==> src/rtl/rxr_pkg.sv <==
package rxr_pkg;
  localparam int HDR_BYTES = 4;
  localparam int CRC_BYTES = 4;

  typedef enum logic [2:0] {
    S_IDLE,
    S_PAYLOAD,
    S_PAD,
    S_HDR,
    S_DROP
  } rxr_state_e;
endpackage

==> src/rtl/rxr_space_check.sv <==
module rxr_space_check #(
  parameter int PG_W       = 8,
  parameter int OFF_W      = 8,
  parameter int NEED_BYTES = 1518
) (
  input  logic [PG_W-1:0] start_pg,
  input  logic [PG_W-1:0] stop_pg,
  input  logic [PG_W-1:0] bnd_pg,
  input  logic [PG_W-1:0] cur_pg,
  output logic            full
);
  localparam int SW      = PG_W + 2;
  localparam int NEED_PG = (NEED_BYTES + (1 << OFF_W) - 1) >> OFF_W;
  localparam logic signed [SW-1:0] NEED_S = SW'(NEED_PG);

  logic signed [SW-1:0] s_i, e_i, b_i, c_i, avail;

  assign s_i = $signed({2'b00, start_pg});
  assign e_i = $signed({2'b00, stop_pg});
  assign b_i = $signed({2'b00, bnd_pg});
  assign c_i = $signed({2'b00, cur_pg});

  // free pages between writer and reader, in whole pages
  always_comb begin
    if (c_i < b_i) avail = b_i - c_i;
    else           avail = (e_i - s_i) - (c_i - b_i);
  end

  assign full = (avail < NEED_S);
endmodule

==> src/rtl/rxr_next_page.sv <==
module rxr_next_page #(
  parameter int PG_W  = 8,
  parameter int OFF_W = 8,
  parameter int LEN_W = 11,
  parameter int EXTRA = 8
) (
  input  logic [PG_W-1:0]  base_pg,
  input  logic [LEN_W-1:0] len,
  input  logic [PG_W-1:0]  start_pg,
  input  logic [PG_W-1:0]  stop_pg,
  output logic [PG_W-1:0]  next_pg
);
  localparam int W = PG_W + LEN_W + 2;

  logic [W-1:0] span, pages, sum, ring, wrapped;

  always_comb begin
    span    = W'(len) + W'(EXTRA + (1 << OFF_W) - 1);
    pages   = span >> OFF_W;
    sum     = W'(base_pg) + pages;
    ring    = W'(stop_pg) - W'(start_pg);
    wrapped = (sum >= W'(stop_pg)) ? (sum - ring) : sum;
    next_pg = PG_W'(wrapped);
  end
endmodule

==> src/rtl/rxr_addr_step.sv <==
module rxr_addr_step #(
  parameter int PG_W  = 8,
  parameter int OFF_W = 8
) (
  input  logic [PG_W+OFF_W-1:0] addr,
  input  logic [PG_W-1:0]       start_pg,
  input  logic [PG_W-1:0]       stop_pg,
  output logic [PG_W+OFF_W-1:0] nxt
);
  localparam int AW = PG_W + OFF_W;

  logic [AW-1:0] inc, stop_addr;

  assign inc       = addr + AW'(1);
  assign stop_addr = {stop_pg, {OFF_W{1'b0}}};
  assign nxt       = (inc == stop_addr) ? {start_pg, {OFF_W{1'b0}}} : inc;
endmodule

==> src/rtl/rx_ring_writer.sv <==
module rx_ring_writer
  import rxr_pkg::*;
#(
  parameter int PG_W    = 8,
  parameter int OFF_W   = 8,
  parameter int LEN_W   = 11,
  parameter int MAX_LEN = 1514,
  parameter int MIN_LEN = 60
) (
  input  logic                  clk,
  input  logic                  rst_n,
  input  logic                  rx_stopped,
  input  logic [PG_W-1:0]       start_pg,
  input  logic [PG_W-1:0]       stop_pg,
  input  logic [PG_W-1:0]       bnd_pg,
  input  logic                  cur_wr_en,
  input  logic [PG_W-1:0]       cur_wr_pg,
  output logic [PG_W-1:0]       cur_pg,
  output logic                  ring_full,
  input  logic                  in_valid,
  output logic                  in_ready,
  input  logic [7:0]            in_data,
  input  logic                  in_first,
  input  logic                  in_last,
  output logic                  mem_we,
  output logic [PG_W+OFF_W-1:0] mem_addr,
  output logic [7:0]            mem_wdata,
  output logic                  rx_done
);
  localparam int ADDR_W     = PG_W + OFF_W;
  localparam int NEED_BYTES = MAX_LEN + HDR_BYTES;
  localparam int EXTRA      = HDR_BYTES + CRC_BYTES;
  localparam logic [LEN_W-1:0] MAX_L   = LEN_W'(MAX_LEN);
  localparam logic [LEN_W-1:0] MIN_L   = LEN_W'(MIN_LEN);
  localparam logic [LEN_W-1:0] ONE_L   = LEN_W'(1);
  localparam logic [OFF_W-1:0] HDR_OFF = OFF_W'(HDR_BYTES);

  rxr_state_e        state;
  logic [PG_W-1:0]   cur_pg_q, frame_pg, next_pg;
  logic [ADDR_W-1:0] wptr, pay_addr, step_nxt;
  logic [LEN_W-1:0]  len_q, len_inc, len_new;
  logic [7:0]        status_q;
  logic [1:0]        hidx;
  logic [15:0]       stored_len;
  logic [7:0]        hdr_byte [HDR_BYTES];
  logic              acc, start_ok, keep;

  rxr_space_check #(.PG_W(PG_W), .OFF_W(OFF_W), .NEED_BYTES(NEED_BYTES)) u_space (
    .start_pg(start_pg), .stop_pg(stop_pg), .bnd_pg(bnd_pg), .cur_pg(cur_pg_q),
    .full(ring_full)
  );

  rxr_next_page #(.PG_W(PG_W), .OFF_W(OFF_W), .LEN_W(LEN_W), .EXTRA(EXTRA)) u_next (
    .base_pg(frame_pg), .len(len_q), .start_pg(start_pg), .stop_pg(stop_pg),
    .next_pg(next_pg)
  );

  rxr_addr_step #(.PG_W(PG_W), .OFF_W(OFF_W)) u_step (
    .addr(pay_addr), .start_pg(start_pg), .stop_pg(stop_pg), .nxt(step_nxt)
  );

  assign cur_pg   = cur_pg_q;
  assign in_ready = (state == S_IDLE) || (state == S_PAYLOAD) || (state == S_DROP);
  assign acc      = in_valid && in_ready;
  assign start_ok = !rx_stopped && !ring_full;
  assign keep     = (len_q < MAX_L);
  assign len_inc  = len_q + ONE_L;
  assign len_new  = keep ? len_inc : len_q;
  assign pay_addr = (state == S_IDLE) ? {cur_pg_q, HDR_OFF} : wptr;
  assign stored_len = 16'(len_q) + 16'(HDR_BYTES);

  always_comb begin
    hdr_byte[0] = status_q;
    hdr_byte[1] = 8'(next_pg);
    hdr_byte[2] = stored_len[7:0];
    hdr_byte[3] = stored_len[15:8];
  end

  always_comb begin
    mem_we    = 1'b0;
    mem_addr  = pay_addr;
    mem_wdata = in_data;
    unique case (state)
      S_IDLE:    mem_we = acc && in_first && start_ok;
      S_PAYLOAD: mem_we = acc && keep;
      S_PAD: begin
        mem_we    = 1'b1;
        mem_wdata = 8'h00;
      end
      S_HDR: begin
        mem_we    = 1'b1;
        mem_addr  = {frame_pg, OFF_W'(hidx)};
        mem_wdata = hdr_byte[hidx];
      end
      default: mem_we = 1'b0;
    endcase
  end

  always_ff @(posedge clk or negedge rst_n) begin
    if (!rst_n) begin
      state    <= S_IDLE;
      cur_pg_q <= '0;
      frame_pg <= '0;
      wptr     <= '0;
      len_q    <= '0;
      status_q <= '0;
      hidx     <= '0;
      rx_done  <= 1'b0;
    end else begin
      rx_done <= 1'b0;
      if (cur_wr_en) cur_pg_q <= cur_wr_pg;
      unique case (state)
        S_IDLE: begin
          hidx <= '0;
          if (acc && in_first) begin
            if (start_ok) begin
              frame_pg <= cur_pg_q;
              status_q <= 8'h01 | {2'b00, in_data[0], 5'b00000};
              len_q    <= ONE_L;
              wptr     <= step_nxt;
              if (in_last) state <= (ONE_L < MIN_L) ? S_PAD : S_HDR;
              else         state <= S_PAYLOAD;
            end else if (!in_last) begin
              state <= S_DROP;
            end
          end
        end
        S_PAYLOAD: begin
          if (acc) begin
            if (keep) begin
              len_q <= len_inc;
              wptr  <= step_nxt;
            end
            if (in_last) state <= (len_new < MIN_L) ? S_PAD : S_HDR;
          end
        end
        S_PAD: begin
          len_q <= len_inc;
          wptr  <= step_nxt;
          if (len_inc >= MIN_L) state <= S_HDR;
        end
        S_HDR: begin
          hidx <= hidx + 2'd1;
          if (hidx == 2'd3) begin
            state    <= S_IDLE;
            cur_pg_q <= next_pg;
            rx_done  <= 1'b1;
          end
        end
        S_DROP: if (acc && in_last) state <= S_IDLE;
        default: state <= S_IDLE;
      endcase
    end
  end

  // a frame start seen while stopped never enters a storing state
  assert_stopped_drop_R8: assert property (@(posedge clk) disable iff (!rst_n)
    (state == S_IDLE && in_valid && in_first && rx_stopped) |=>
      (state == S_IDLE || state == S_DROP));

  // completion is a single-cycle pulse
  assert_done_pulse_R9: assert property (@(posedge clk) disable iff (!rst_n)
    rx_done |=> !rx_done);

  // pointer lands on the page computed for the finished frame
  assert_cur_follows_R9: assert property (@(posedge clk) disable iff (!rst_n)
    rx_done |-> (cur_pg_q == $past(next_pg)));

  // stored payload never exceeds the cap
  assert_len_cap_R10: assert property (@(posedge clk) disable iff (!rst_n)
    len_q <= MAX_L);

  // the descriptor is only written once the minimum length is stored
  assert_hdr_min_R3: assert property (@(posedge clk) disable iff (!rst_n)
    (state == S_HDR) |-> (len_q >= MIN_L));

  // payload writes of an in-ring frame stay inside the ring
  assert_payload_in_ring_R6: assert property (@(posedge clk) disable iff (!rst_n)
    (mem_we && (state == S_PAYLOAD || state == S_PAD) && start_pg < stop_pg &&
     frame_pg >= start_pg && frame_pg < stop_pg) |->
      (mem_addr >= {start_pg, {OFF_W{1'b0}}} && mem_addr < {stop_pg, {OFF_W{1'b0}}}));
endmodule

==> config.mk <==
export PLATFORM = sky130hd
export DESIGN_NAME = rx_ring_writer
export DESIGN_NICKNAME = d
export VERILOG_FILES = /design/src/rtl/rxr_pkg.sv /design/src/rtl/rxr_space_check.sv /design/src/rtl/rxr_next_page.sv /design/src/rtl/rxr_addr_step.sv /design/src/rtl/rx_ring_writer.sv
export SDC_FILE = /design/constraint.sdc
export NUM_CORES = 1
export LEC_CHECK = 0
export ABC_AREA = 0
export BUFFER_PORTS_ARGS = -buffer_cell sky130_fd_sc_hd__buf_2
export CORE_ASPECT_RATIO = 1.4
export CORE_UTILIZATION = 60
export CTS_BUF_LIST = sky130_fd_sc_hd__clkbuf_4 sky130_fd_sc_hd__clkbuf_8 sky130_fd_sc_hd__clkbuf_16
export DETAILED_ROUTE_END_ITERATION = 6
export PLACE_DENSITY = 0.82
export SLEW_MARGIN = 10
export SYNTH_ARGS = -nofsm -noshare
export SYNTH_HDL_FRONTEND = slang
export SYNTH_SLANG_ARGS = --single-unit
==> constraint.sdc <==
create_clock -name clk -period 10.3 [get_ports clk]
set_input_delay 1.03 -clock clk [delete_from_list [all_inputs] [get_ports clk]]
set_output_delay 1.03 -clock clk [all_outputs]
set_load 0.05 [all_outputs]
After elaboration in Yosys (flattened, before gate mapping)
Cells that the tools add are included.
{ "word_totals": {"ff_bits": 51, "latch_bits": 0, "ramBits": 0, "mem_bits_ro": 0, "in_bits": 47, "output_inout_bits": 36, "wordCells": 98, "mem_count": 0} }
{ "classes": {"addsub": 12, "n_mul": 0, "div": 0, "magnitude_cmp": 7, "eq_ne": 15, "n_shift": 0, "mux": 37, "bitwise_logic": 1, "reduce_logical": 18} }
{ "ops": {"columns": ["op", "n"], "rows": [
  ["16-bit two-way mux", 7],
  ["8-bit two-way mux", 6],
  ["16-bit case mux with 3 select lines", 1],
  ["11-bit two-way mux", 4],
  ["11-bit case mux with 3 select lines", 1],
  ["8-bit by 8-bit subtractor with 9-bit output", 3],
  ["3-bit two-way mux", 8],
  ["16-bit by 1-bit adder with 16-bit output, second input constant", 1],
  ["8-bit binary-select mux with 2-bit select", 1],
  ["16-bit equality test", 1],
  ["8-bit case mux with 2 select lines", 1],
  ["8-bit subtractor", 2],
  ["3-bit case mux with 5 select lines", 1],
  ["11-bit by 3-bit adder with 12-bit output, second input constant", 1],
  ["11-bit by 9-bit adder with 12-bit output, second input constant", 1],
  ["2-bit inequality test, second input constant", 6],
  ["11-bit by 1-bit adder with 11-bit output, second input constant", 1],
  ["11-bit by 6-bit >= comparator with 1-bit output, second input constant", 1],
  ["11-bit < comparator, second input constant", 1],
  ["11-bit by 6-bit < comparator with 1-bit output, second input constant", 1],
  ["10-bit by 4-bit < comparator with 1-bit output, second input constant", 1],
  ["10-bit two-way mux", 1],
  ["10-bit subtractor", 1],
  ["8-bit by 4-bit adder with 9-bit output", 1],
  ["other kinds (26)", 37]
]} }

Logic depth before layout (Yosys ltp)
Gate-level depths: netlist of run 1.
{ "logic_depth": {"ltp_word": 9, "mapped_depth": 21} }

Hierarchy
Synthesis of run 1 repeated with hierarchy kept, for this count alone.
{ "unflattened": {"cells_unflattened": 803, "hier_area_um2": 6656.4} }
{ "modules_own_cells": {"columns": ["module", "instances", "cells_per_inst", "area_per_inst_um2", "seq_area_each_um2"], "rows": [
  ["rx_ring_writer", 1, 371, 3389.5, 1276.2],
  ["rxr_space_check", 1, 205, 1473.9, 0.0],
  ["rxr_next_page", 1, 137, 1054.8, 0.0],
  ["rxr_addr_step", 1, 90, 738.2, 0.0]
]} }

Worst setup path before layout of run 1
No wires, ideal clock.
{ "synth_path": {"kind": "reg-to-output", "start": "register len_q[5]", "end": "output mem_wdata[7]", "t_arrival_ns": 5.194, "setup_slack_ns": 4.076, "path_stages_with_launch": 19, "path_cell_list": "dfrtp_1 clkbuf_1 nand2_1 nor2_1 a31oi_1 xnor2_1 ha_1 a21o_1 a21oi_1 xnor2_1 fa_1 ha_1 nor2b_1 o21a_1 o41a_1 xnor2_1 nor2_1 xnor2_1 o21ai_0"} }
{ "synth_between": {"elab_chain_cells": 8, "word_cells_on_any_way": 10, "cone_classes": "4 x add/sub; 1 x order compare; 5 x mux"} }
{ "synth_rtl": {"columns": ["element", "line", "rtl"], "rows": [
  ["from (decl)", "rx_ring_writer.sv:41", "logic [LEN_W-1:0] len_q, len_inc, len_new;"],
  ["from (signal assigned)", "rx_ring_writer.sv:131", "len_q <= len_inc;"],
  ["from (signal assigned)", "rx_ring_writer.sv:138", "len_q <= len_inc;"],
  ["11-bit by 9-bit adder with 12-bit output", "rxr_next_page.sv:18", "span = W'(len) + W'(EXTRA + (1 << OFF_W) - 1);"],
  ["8-bit by 4-bit adder with 9-bit output", "rxr_next_page.sv:20", "sum = W'(base_pg) + pages;"],
  ["8-bit subtractor / 9-bit by 8-bit >= comparator with 1-bit output (equally long branches)", "rxr_next_page.sv:22", "wrapped = (sum >= W'(stop_pg)) ? (sum - ring) : sum;"],
  ["8-bit two-way mux", "rxr_next_page.sv:22", null],
  ["8-bit binary-select mux with 2-bit select (*)", "rx_ring_writer.sv:93", "mem_wdata = hdr_byte[hidx];"],
  ["8-bit two-way mux (not written as such) (*) (2 in series)", "rx_ring_writer.sv:93", null],
  ["8-bit case mux with 2 select lines (*)", "rx_ring_writer.sv:83", "unique case (state)"],
  ["to (decl)", "rx_ring_writer.sv:27", "output logic [7:0] mem_wdata,"]
]} }
Mark *: on every way between the ends. The rest lies on a longest branch, timed or not. The select of a mux whose other input is x is not followed.

Worst setup path after layout of run 1
{ "layout_path": {"start": "register len_q[5]", "end": "output mem_wdata[2]"} }
Same word-level chain as after synthesis.

==> results of run 1 <==
==> final timing paths <==
check,to,cells past startpoint
max,mem_wdata[2],17
max in group asynchronous,wptr[6]$_DFFE_PN0P_,2
min,status_q[0]$_DFFE_PN0P_,1
min in group asynchronous,len_q[4]$_DFFE_PN0P_,2
max reg2reg,wptr[13]$_DFFE_PN0P_,17
min reg2reg,status_q[0]$_DFFE_PN0P_,1
==> power by group <==
| group | total (mW) | leakage, nW | switching [mW] | internal [mW] |
|---|---|---|---|---|
| Combinational | 1.43 | 2.58 | 0.878 | 0.553 |
| Clock | 0.201 | 0.0868 | 0.0801 | 0.121 |
| Sequential | 0.377 | 0.638 | 0.119 | 0.258 |
==> sequential cells by signal (all words and copies together) (netlist names) <==
signal and cells:
state 3, frame_pg 8, cur_pg 8, wptr 16, rx_done 1, len_q 11, hidx 2, status_q 2
==> cell families (layout without fill, tap and decap cells) <==
group	after synthesis	count (layout)	share of synthesized area [%]
xor gates and xnor gates	63	63	8.59
AOI/OAI and AO/OA	239	239	23.9
buffers and inverters	104	156	6.49
adders and majority gates	70	70	15.0
and+or+nand+nor	263	263	20.0
DFF	51	51	19.9
muxes	32	32	6.12
==> worst register-to-register path, stage by stage, from the launching register on <==
cell and delay, ns:
dfrtp_1 0.58, inv_1 0.27, ha_1 0.28, fa_1 0.41, nor2b_1 0.11, o21ai_0 0.07, nand2_1 0.13, xnor2_1 0.26
ha_1 0.41, a21o_1 0.22, a21oi_1 0.18, nand3_1 0.12, and3_1 0.20, o2111a_1 0.28, nor4_4 0.49, nand4_2 0.25
a31oi_4 0.84, mux2_4 0.36
==> metal layers <==
layer  routed length (um)  vias up  global-route usage [%]
met4                 1340        0                    23.7
met5                    0        -                       0
li1                     -     3002                       -
met3                 1430       94                    6.49
met1                 7050     3110                    41.0
met2                 9880      346                    62.2
==> placed cells by master (no fill, tap or decap), types with 5 or more instances in the layout <==
cell       instances
xnor2_1           42
xor2_1            21
dfrtp_1           51
inv_1             62
ha_1              58
o22ai_1            6
mux2i_1           10
nand2b_1           7
mux2_2            12
nor3_1            14
buf_2             82
nor2_1            63
and3_1             8
mux2_4             9
nand2_1          101
o21a_1             6
a31oi_1           14
a21oi_1           76
a21o_1            16
o211ai_1           5
nand4_1            7
clkbuf_16          5
nor2b_1            9
o21ai_0           57
fa_1              12
o21bai_1           8
nand3_1           24
==> stage by stage <==
step / power (mW) / hold WS (ns) / area, um2 / utilization, %
floorplan: 1.45 / 0.429 / 6420 / -
global placement: 1.73 / 0.444 / 6850 / 65.9
detailed placement: 1.77 / 0.465 / 6850 / 65.9
CTS: 1.98 / 0.484 / 7030 / 67.5
global route: 2.14 / 0.495 / 7030 / 67.5
finish: 2.01 / 0.499 / 7030 / 67.5
==> area by class of cell <==
class,count,area share [%]
Clock buffer,6,1.98
Clock inverter,2,0.498
Inverter,63,3.36
Multi-Input combinational cell,667,67.4
Sequential cell,51,18.2
Tap cell,138,2.46
Timing Repair Buffer,85,6.16
==> run summary, run 1 <==
port bufs: 82
YS warnings: 0
Slew HR: 28.0%
Crit-path slowest cell: a31oi_1
TritonCTS buffer count: 5
Core Rows: 44
Post-synth ARST share: 100%
Setup crit start kind: register
f_max: 0.154 GHz
TritonRoute pass-1 iters: 6
slowest stage delay, CP: 0.69 ns
largest net degree at the start of global routing: 52
Post-synth top flop: dfrtp_1
Crit. End Element: primary output
hold path startpoint: status_q[0]$_DFFE_PN0P_
global-route usage over all layers: 36.7%
area of the multi-input gates: 4740 um2
WL per Instance: 19.5 um
Initial Utilization: 61.7%
post-DP HPWL: 15,200 um
Synth top area share: 19.9%
Total Nets Final: 990
DIE WIDTH: 89.5 um
required time of the critical path: 9.27 ns
Slew @ Worst Pin: 1.08 ns
PnR worst setup slack: 3.82 ns
DRT iter0 DRCs: 516
DR DRC count: 0
Setup TNS: 0 ns
Synth area leaders: dfrtp_1 20%, ha_1 11%, a21oi_1 5.9%, nand2_1 5.9%, xnor2_1 5.7%
Inserted Diodes: 0
vias in the first global route: 6,458
count leader, synth: nand2_1
largest area contributor in the synthesized netlist: dfrtp_1
via count: 6,552
Place WS: 4.26 ns
crit path cell chain: nand2_1 > nor2_1 > a31oi_1 > xnor2_1 > ha_1 > a21o_1 > a21oi_1 > nor2b_1 > o2111ai_1 > xnor2_1 > ha_1 > a211o_1 > a31oi_1 > mux2_2 > o21ai_0 > o311ai_0 > buf_2
post-CTS sizing: 0
status: complete, no violations
critical path data arrival time: 5.45 ns
clk sinks: 51
final wirelength: 19,700 um
final hold vios: 0
layout cell share with drive strength beyond 1: 15.3%
Crit Path Max Fanout: 10
mean cell area of the mapped netlist: 7.81 um2
number of instances in the placed design: 1,004
worst r2r src: cur_pg[0]$_DFF_PN0_
Die Area: 11,100 um2
fin crit share: 62.9%
VDD IR max: 0.302 mV
cts hold-fix bufs: 0
Synth Register Bits: 51
Die Y: 124 um
Lkg Pwr: 3.31 nW
GR Overflow Total: 0
CTS tree: built
core area: 10,400 um2
syn nets: 939
Layout area overhead: 9.41%
Post-Route Skew: 0.00923 ns
crit path time final: 6.48 ns
Worst-Skew Late Latency: 0.30 ns
Mapped Area: 6420 um2
RSZ-0062 raised after global routing: false
post-route antenna net violation count: 0
clk slew on worst S/H paths: 0.07 ns
Power Dens Cells: 286 nW/um2
cells after synthesis: 822
worst setup path start: len_q[5]$_DFFE_PN0P_
post-CTS setup buffer count: 0
first-pass GRT wire length: 31,200 um
CP bufs+invs: 1
initial antenna violation count: 0
clock buffer depth: 2
root buf cell: clkbuf_16
DR vias/cell: 6.47
Worst Hold Class: reg2reg
# H-tree levels: 2
R2R Setup Slk: 4.74 ns
sequential area share after synthesis: 19.9%
fin. max-slew vios: 0
io pins: 83
critical path's top delay family: compound AO/OA/AOI/OAI gates
CP Class: reg2out
Post-synth EDFFs: 0
RePlAce Congestion: 1.01
FILL cells: 855
synth unique cells: 73
Setup-failing EPs final: 0
synth cell count leaders: 101 x nand2_1, 76 x a21oi_1, 63 x nor2_1, 62 x inv_1, 58 x ha_1
Seq. cell area: 1280 um2
Post-Layout Cell Count: 1,012
Max-Cap Viols: 0
Note: power is estimated with default switching activity, not from simulation.
==> run 2, diff against run 1 <==
- ABC_AREA: 0 -> 1
- CORE_UTILIZATION: 60 -> 55
- PLACE_DENSITY: 0.82 -> 0.79
- clock period: 10.3 -> 5.3 ns (I/O delays scaled with it)
==> run 2 against run 1 <==
Synthesized area rose by 5.4%. Core utilization fell by 2.0 points. Flip-flop and latch count did not move. Via count rose by 12%. Setup slack worse by 3.7 ns. Clock skew about the same. Critical endpoint is now mem_wdata[7]. Largest cell class unchanged. Highest routed layer unchanged.
==> run summary, run 2 <==
syn nets: 1,173 (+25%)
Worst Hold Class: in2async
DR DRC count: 0 (unchanged)
Synth Register Bits: 51 (unchanged)
WL per Instance: 16.4 um (-16%)
critical path data arrival time: 4.66 ns (-0.79 ns)
Die Area: 12,800 um2 (+15%)
sequential area share after synthesis: 18.9% (-1.0 points)
Synth area leaders: dfrtp_1 19%, nand2_1 18%, ha_1 11%, inv_1 8.2%, nand3_1 6.4%
initial antenna violation count: 0 (unchanged)
port bufs: 82 (unchanged)
Slew @ Worst Pin: 0.803 ns (-0.277 ns)
RSZ-0062 raised after global routing: true
largest net degree at the start of global routing: 52 (unchanged)
Post-Route Skew: 0.00928 ns (+0.0000473 ns)
# H-tree levels: 2 (unchanged)
Setup TNS: 0 ns (unchanged)
Slew HR: 46.3% (+18 points)
post-route antenna net violation count: 0 (unchanged)
post-DP HPWL: 16,800 um (+10%)
GR Overflow Total: 0 (unchanged)
Post-synth top flop: dfrtp_1
YS warnings: 0 (unchanged)
fin crit share: 98.0%
final wirelength: 21,200 um (+7.4%)
most frequent cells in the layout: 322 x nand2_1, 142 x inv_1, 85 x nand3_1
via count: 7,348 (+12%)
Flop pwr share: 15.4% (-3.4 points)
root buf cell: clkbuf_16
clock share of power: 9.1% (-0.9 points)
Post-synth EDFFs: 0 (unchanged)
Crit Path Max Fanout: 6 (-4)
Max-Cap Viols: 0 (unchanged)
f_max: 0.193 GHz
largest register by flop count: wptr
Core Rows: 47 (+6.8%)
Power Dens Cells: 490 nW/um2 (+72%)
switching share of power: 58.3% (+4.7 points)
status: complete, no violations
clk slew on worst S/H paths: 0.08 ns (about the same)
Crit. End Element: primary output
DRT iter0 DRCs: 478 (-7.4%)
Post-synth ARST share: 100% (unchanged)
Initial Utilization: 57.0% (-4.8 points)
cts hold-fix bufs: 0 (unchanged)
DR vias/cell: 5.69 (-12%)
largest area contributor in the synthesized netlist: dfrtp_1
worst r2r src: cur_pg[0]$_DFF_PN0_
global-route usage over all layers: 33.5% (-3.2 points)
internal power: 1.59 mW (+71%)
Mapped Area: 6770 um2 (+5.4%)
max reg flops: 16 (unchanged)
first-pass GRT wire length: 32,800 um (+5.1%)
crit path time final: 5.19 ns
Die Y: 133 um (+7.1%)
fin. max-slew vios: 0 (unchanged)
final hold vios: 0 (unchanged)
io pins: 83 (unchanged)
Layout area overhead: 15.0%
VDD IR max: 0.490 mV (+62%)
cells after synthesis: 1,056 (+28%)
vias in the first global route: 6,857 (+6.2%)
Tot Pwr: 3.82 mW (+90%)
core area: 11,900 um2 (+14%)
TritonCTS buffer count: 5 (unchanged)
commonest non-fill, non-tap cell in the layout: nand2_1
Crit-path slowest cell: fa_1
required time of the critical path: 4.77 ns (-4.50 ns)
Setup-failing EPs final: 0 (unchanged)
DIE WIDTH: 95.8 um (+7.0%)
Setup crit start kind: register
most frequent CP cell: nand2_1
Total Nets Final: 1,261 (+27%)
slowest stage delay, CP: 0.53 ns (-0.16 ns)
TritonRoute pass-1 iters: 5 (-1)
Inserted Diodes: 0 (unchanged)
layout cell share with drive strength beyond 1: 19.7% (+4.3 points)
CTS tree: built
Gate power share: 75.5% (+4.3 points)
clock buffer depth: 2 (unchanged)
switching power total: 2.22 mW (+110%)
worst setup path start: len_q[3]$_DFFE_PN0P_
RePlAce Congestion: 0.958 (-5.4%)
Synth top area share: 18.9% (-1.0 points)
mean cell area of the mapped netlist: 6.41 um2 (-18%)
CP Class: reg2out
Lkg Pwr: 4.11 nW (+24%)
count leader, synth: nand2_1
Worst-Skew Late Latency: 0.30 ns (about the same)
clk sinks: 51 (unchanged)
synth cell count leaders: 327 x nand2_1, 147 x inv_1, 87 x nand3_1, 73 x o21ai_0, 58 x ha_1
synth unique cells: 50 (-32%)
Regs by FF count: wptr: 16 flops, len_q: 11 flops
==> run 2: kinds of logic after synthesis <==
group           synth area share (%)
compound gates                  14.3
xor+xnor                        4.66
fa+ha+maj                       14.3
buf+inv                         11.0
flops                           18.9
simple gates                    37.0
==> run 2: power groups by stage <==
stage / Combinational, mW / Clock [mW] / Sequential [mW]
3_5_place_dp: 2.57 / 0 / 0.589
4_1_cts: 2.62 / 0.349 / 0.583
6_report: 2.88 / 0.347 / 0.588
3_3_place_gp: 2.53 / 0 / 0.585
2_1_floorplan: 2.03 / 0 / 0.582
5_1_grt: 3.13 / 0.362 / 0.594
==> run 2: critical path, delay by kind of cell (launching register included) <==
| family | cells | cell delay, ns |
|---|---|---|
| AND/OR/NAND/NOR | 15 | 1.37 |
| adder cells (fa/ha/maj) | 4 | 1.30 |
| buffers and inverters | 8 | 0.64 |
| flip-flops | 1 | 0.46 |
| XOR/XNOR | 2 | 0.33 |
| AO/OA/AOI/OAI | 3 | 0.28 |
==> run 2: area by class of cell <==
class | instances | area [um2]
Sequential cell | 51 | 1280
Tap cell | 147 | 184
Clock buffer | 6 | 139
Inverter | 155 | 582
Timing Repair Buffer | 105 | 618
Multi-Input combinational cell | 826 | 4970
Clock inverter | 2 | 16.3
Fill cell | 1135 | 4100
==> run 2: repair_timing <==
item	in CTS	in global routing
buffers inserted	0	9
endpoints found under the setup margin	7	8
gates resized for setup	14	62
pin swaps	0	21
cloned	0	1
==> run 2: path summary, 6_finish.rpt <==
check	to	slack [ns]	cells after the start
max in group asynchronous	len_q[3]$_DFFE_PN0P_	4.43	2
min in group clk	status_q[0]$_DFFE_PN0P_	0.48	2
worst min register to register	status_q[0]$_DFFE_PN0P_	0.48	2
worst max register to register	len_q[1]$_DFFE_PN0P_	1.00	20
worst max-delay path	mem_wdata[7]	0.11	32
worst min-delay path	wptr[15]$_DFFE_PN0P_	0.33	2
==> run 2: per-stage QoR <==
| step | cell area, um2 | util (%) | std cells | hold WS [ns] | setup WS, ns |
|---|---|---|---|---|---|
| after floorplan | 6770 | - | 1056 | 0.234 | 0.0574 |
| after global routing | 7780 | 65.5 | 1292 | 0.406 | -0.138 |
| after global placement | 7310 | 61.5 | 1274 | 0.457 | 0.233 |
| final | 7780 | 65.5 | 1292 | 0.334 | 0.108 |
| after CTS | 7520 | 63.3 | 1282 | 0.372 | 0.00862 |
| after detailed placement | 7310 | 61.5 | 1274 | 0.463 | 0.0718 |
==> run 2: layer usage <==
layer | share of wire [%] | wire (um) | global-route usage (%)
met5 | 0 | 0 | 0
met1 | 37 | 7870 | 38.9
met2 | 49 | 10400 | 57.4
met3 | 6.4 | 1350 | 3.20
met4 | 7.2 | 1520 | 21.8
==> run 3, diff against run 2 <==
==> constraint.sdc (replaced) <==
create_clock -name clk -period 5.3 [get_ports clk]
set_input_delay 0.265 -clock clk [delete_from_list [all_inputs] [get_ports clk]]
set_output_delay 0.265 -clock clk [all_outputs]
set_load 0.05 [all_outputs]
==> run 3 against run 2 <==
Critical path depth is 10 lower. Flip-flop and latch count stayed put. Sequential share of layout area is 0.55 points higher. Power is 5.3% lower. Clock power is 5% lower. Cell count is 1.2% lower. Cell area is 3.1% lower. Register-to-register slack worse by 0.09 ns. Critical path type unchanged. Largest power group unchanged. Highest routed layer unchanged.
==> run summary, run 3 (synthesized netlist as in run 2, its figures left out) <==
GR Overflow Total: 0 (unchanged)
commonest non-fill, non-tap cell in the layout: nand2_1
clk slew on worst S/H paths: 0.07 ns (about the same)
Initial Utilization: 57.0% (unchanged)
first-pass GRT wire length: 32,100 um (-2.3%)
# H-tree levels: 2 (unchanged)
most frequent cells in the layout: 325 x nand2_1, 146 x inv_1, 87 x nand3_1
smallest hold slack: 0.0739 ns (-0.260 ns)
clk sinks: 51 (unchanged)
Tot Pwr: 3.61 mW (-5.3%)
Flop pwr share: 16.4% (+1.0 points)
Slew @ Worst Pin: 0.846 ns (+0.0432 ns)
post-DP HPWL: 16,700 um (-0.45%)
post-route antenna net violation count: 0 (unchanged)
VDD IR max: 0.444 mV (-9.4%)
clock share of power: 9.2% (about the same)
GRT Max-Usage Layer: met2
Gate power share: 74.5% (-1.0 points)
Inserted Diodes: 0 (unchanged)
final wirelength: 20,500 um (-3.4%)
required time of the critical path: 5.04 ns (+0.27 ns)
Lkg Pwr: 4.03 nW (-2.1%)
Layout area overhead: 11.4%
global-route usage over all layers: 33.0% (-0.51 points)
RePlAce Congestion: 1.01 (+5.1%)
Slew HR: 43.4% (-2.9 points)
crit path time final: 5.04 ns (-0.150 ns)
Die Area: 12,800 um2 (unchanged)
Worst-Skew Late Latency: 0.30 ns (about the same)
M3 GR Usage: 3.20% (unchanged)
Crit. End Element: primary output
cts hold-fix bufs: 0 (unchanged)
initial antenna violation count: 0 (unchanged)
fin crit share: 95.1% (-2.8 points)
f_max: 0.198 GHz (+3.0%)
critical path data arrival time: 4.78 ns (+0.12 ns)
CTS tree: built
Total Nets Final: 1,246 (-1.2%)
status: complete, no violations
vias in the first global route: 6,734 (-1.8%)
via count: 7,149 (-2.7%)
clock buffer depth: 2 (unchanged)
WL per Instance: 16.0 um (-2.1%)
Core Rows: 47 (unchanged)
max reg flops: 16 (unchanged)
Crit Path Max Fanout: 5 (-1)
final hold vios: 0 (unchanged)
Post-Route Skew: 0.00681 ns (-0.00248 ns)
fin. max-slew vios: 0 (unchanged)
Max-Cap Viols: 0 (unchanged)
largest register by flop count: wptr
TritonRoute pass-1 iters: 5 (unchanged)
switching power total: 2.13 mW (-4.2%)
DRT iter0 DRCs: 484 (+1.3%)
Die Y: 133 um (unchanged)
Setup crit start kind: register
TritonCTS buffer count: 5 (unchanged)
io pins: 83 (unchanged)
Regs by FF count: wptr: 16 flops, len_q: 11 flops
internal power: 1.48 mW (-6.9%)
DR DRC count: 0 (unchanged)
root buf cell: clkbuf_16
CP Class: reg2out
Power Dens Cells: 479 nW/um2 (-2.3%)
DIE WIDTH: 95.8 um (unchanged)
layout cell share with drive strength beyond 1: 16.7% (-3.0 points)
met2 usage: 57.0% (-0.36 points)
routing usage on met1: 37.3% (-1.6 points)
port bufs: 82 (unchanged)
core area: 11,900 um2 (unchanged)
Worst Hold Class: in2async
switching share of power: 59.0% (+0.72 points)
largest net degree at the start of global routing: 52 (unchanged)
Setup-failing EPs final: 0 (unchanged)
DR vias/cell: 5.60 (-1.5%)
==> run 3: changes by cell type in the layout (fill, tap and decap cells not counted), moves of 4 or more <==
cell / before / now
ha_4: 7 / 3
nand2_2: 21 / 17
o21ai_2: 12 / 8
inv_1: 142 / 146
inv_2: 12 / 8
ha_1: 50 / 54
o21ai_0: 57 / 69
o21ai_1: 30 / 22
buf_4: 26 / 11
==> run 3: repair_timing <==
item                                    in CTS  in global routing
endpoints found under the setup margin       3                  8
cloned                                       0                  0
buffers inserted                             0                  4
gates resized for setup                      5                 29
pin swaps                                    0                  5
==> run 3: per-stage QoR <==
| stage | instances | TNS (ns) | utilization (%) | setup slack, ns | area, um2 |
|---|---|---|---|---|---|
| after floorplan | 1056 | 0 | - | 0.322 | 6770 |
| after global placement | 1265 | 0 | 60.9 | 0.319 | 7240 |
| after detailed placement | 1265 | 0 | 60.9 | 0.241 | 7240 |
| after CTS | 1272 | 0 | 62.2 | 0.000499 | 7390 |
| after global routing | 1276 | -0.0943 | 63.5 | -0.0570 | 7540 |
| final | 1276 | 0 | 63.5 | 0.258 | 7540 |
==> run 3: critical path: stages, from the launching register on <==
cell      delay (ns)
dfrtp_2         0.43
inv_1           0.14
ha_1            0.17
inv_1           0.06
nor4_4          0.28
o21ai_0         0.14
ha_1            0.24
fa_2            0.39
nand3_1         0.11
nand2_1         0.08
nand2_1         0.08
nand2_1         0.12
inv_1           0.11
fa_1            0.46
ha_1            0.38
inv_1           0.07
o21ai_0         0.24
or2_2           0.16
nand3_1         0.10
o21ai_1         0.23
nor2_1          0.07
o21ai_0         0.18
clkbuf_4        0.27
==> run 3: worst paths after layout <==
kind                                         startpoint                       to  slack [ns]  cells past startpoint
worst min register to register  status_q[0]$_DFFE_PN0P_  status_q[0]$_DFFE_PN0P_        0.48                      2
worst max register to register      cur_pg[0]$_DFF_PN0_     wptr[14]$_DFFE_PN0P_        0.91                     20
worst max-delay path               len_q[2]$_DFFE_PN0P_             mem_wdata[5]        0.26                     22
worst min-delay path                              rst_n     wptr[15]$_DFFE_PN0P_        0.07                      2
max in group asynchronous                         rst_n     len_q[2]$_DFFE_PN0P_        4.71                      2
min in group clk                             in_data[0]  status_q[5]$_DFFE_PN0P_        0.26                      3
==> run 3: layout make-up <==
type / count / area [um2]
Clock buffer: 6 / 139
Clock inverter: 1 / 5.00
Inverter: 155 / 582
Sequential cell: 51 / 1280
Tap cell: 147 / 184
Multi-Input combinational cell: 825 / 4860
Timing Repair Buffer: 91 / 494
Fill cell: 1147 / 4340
==> run 3: per-layer routing <==
metal	part of all wire, %	routed length (um)
met5	0	0
met4	7.2	1470
met3	5.0	1030
met2	49	10100
met1	38	7850
==> run 3: power groups by stage <==
stage / logic [mW] / clock network (mW) / registers (mW)
6_report: 2.69 / 0.331 / 0.592
5_1_grt: 2.95 / 0.349 / 0.603
4_1_cts: 2.59 / 0.334 / 0.588
3_5_place_dp: 2.57 / 0 / 0.594
3_3_place_gp: 2.54 / 0 / 0.592
2_1_floorplan: 2.03 / 0 / 0.582
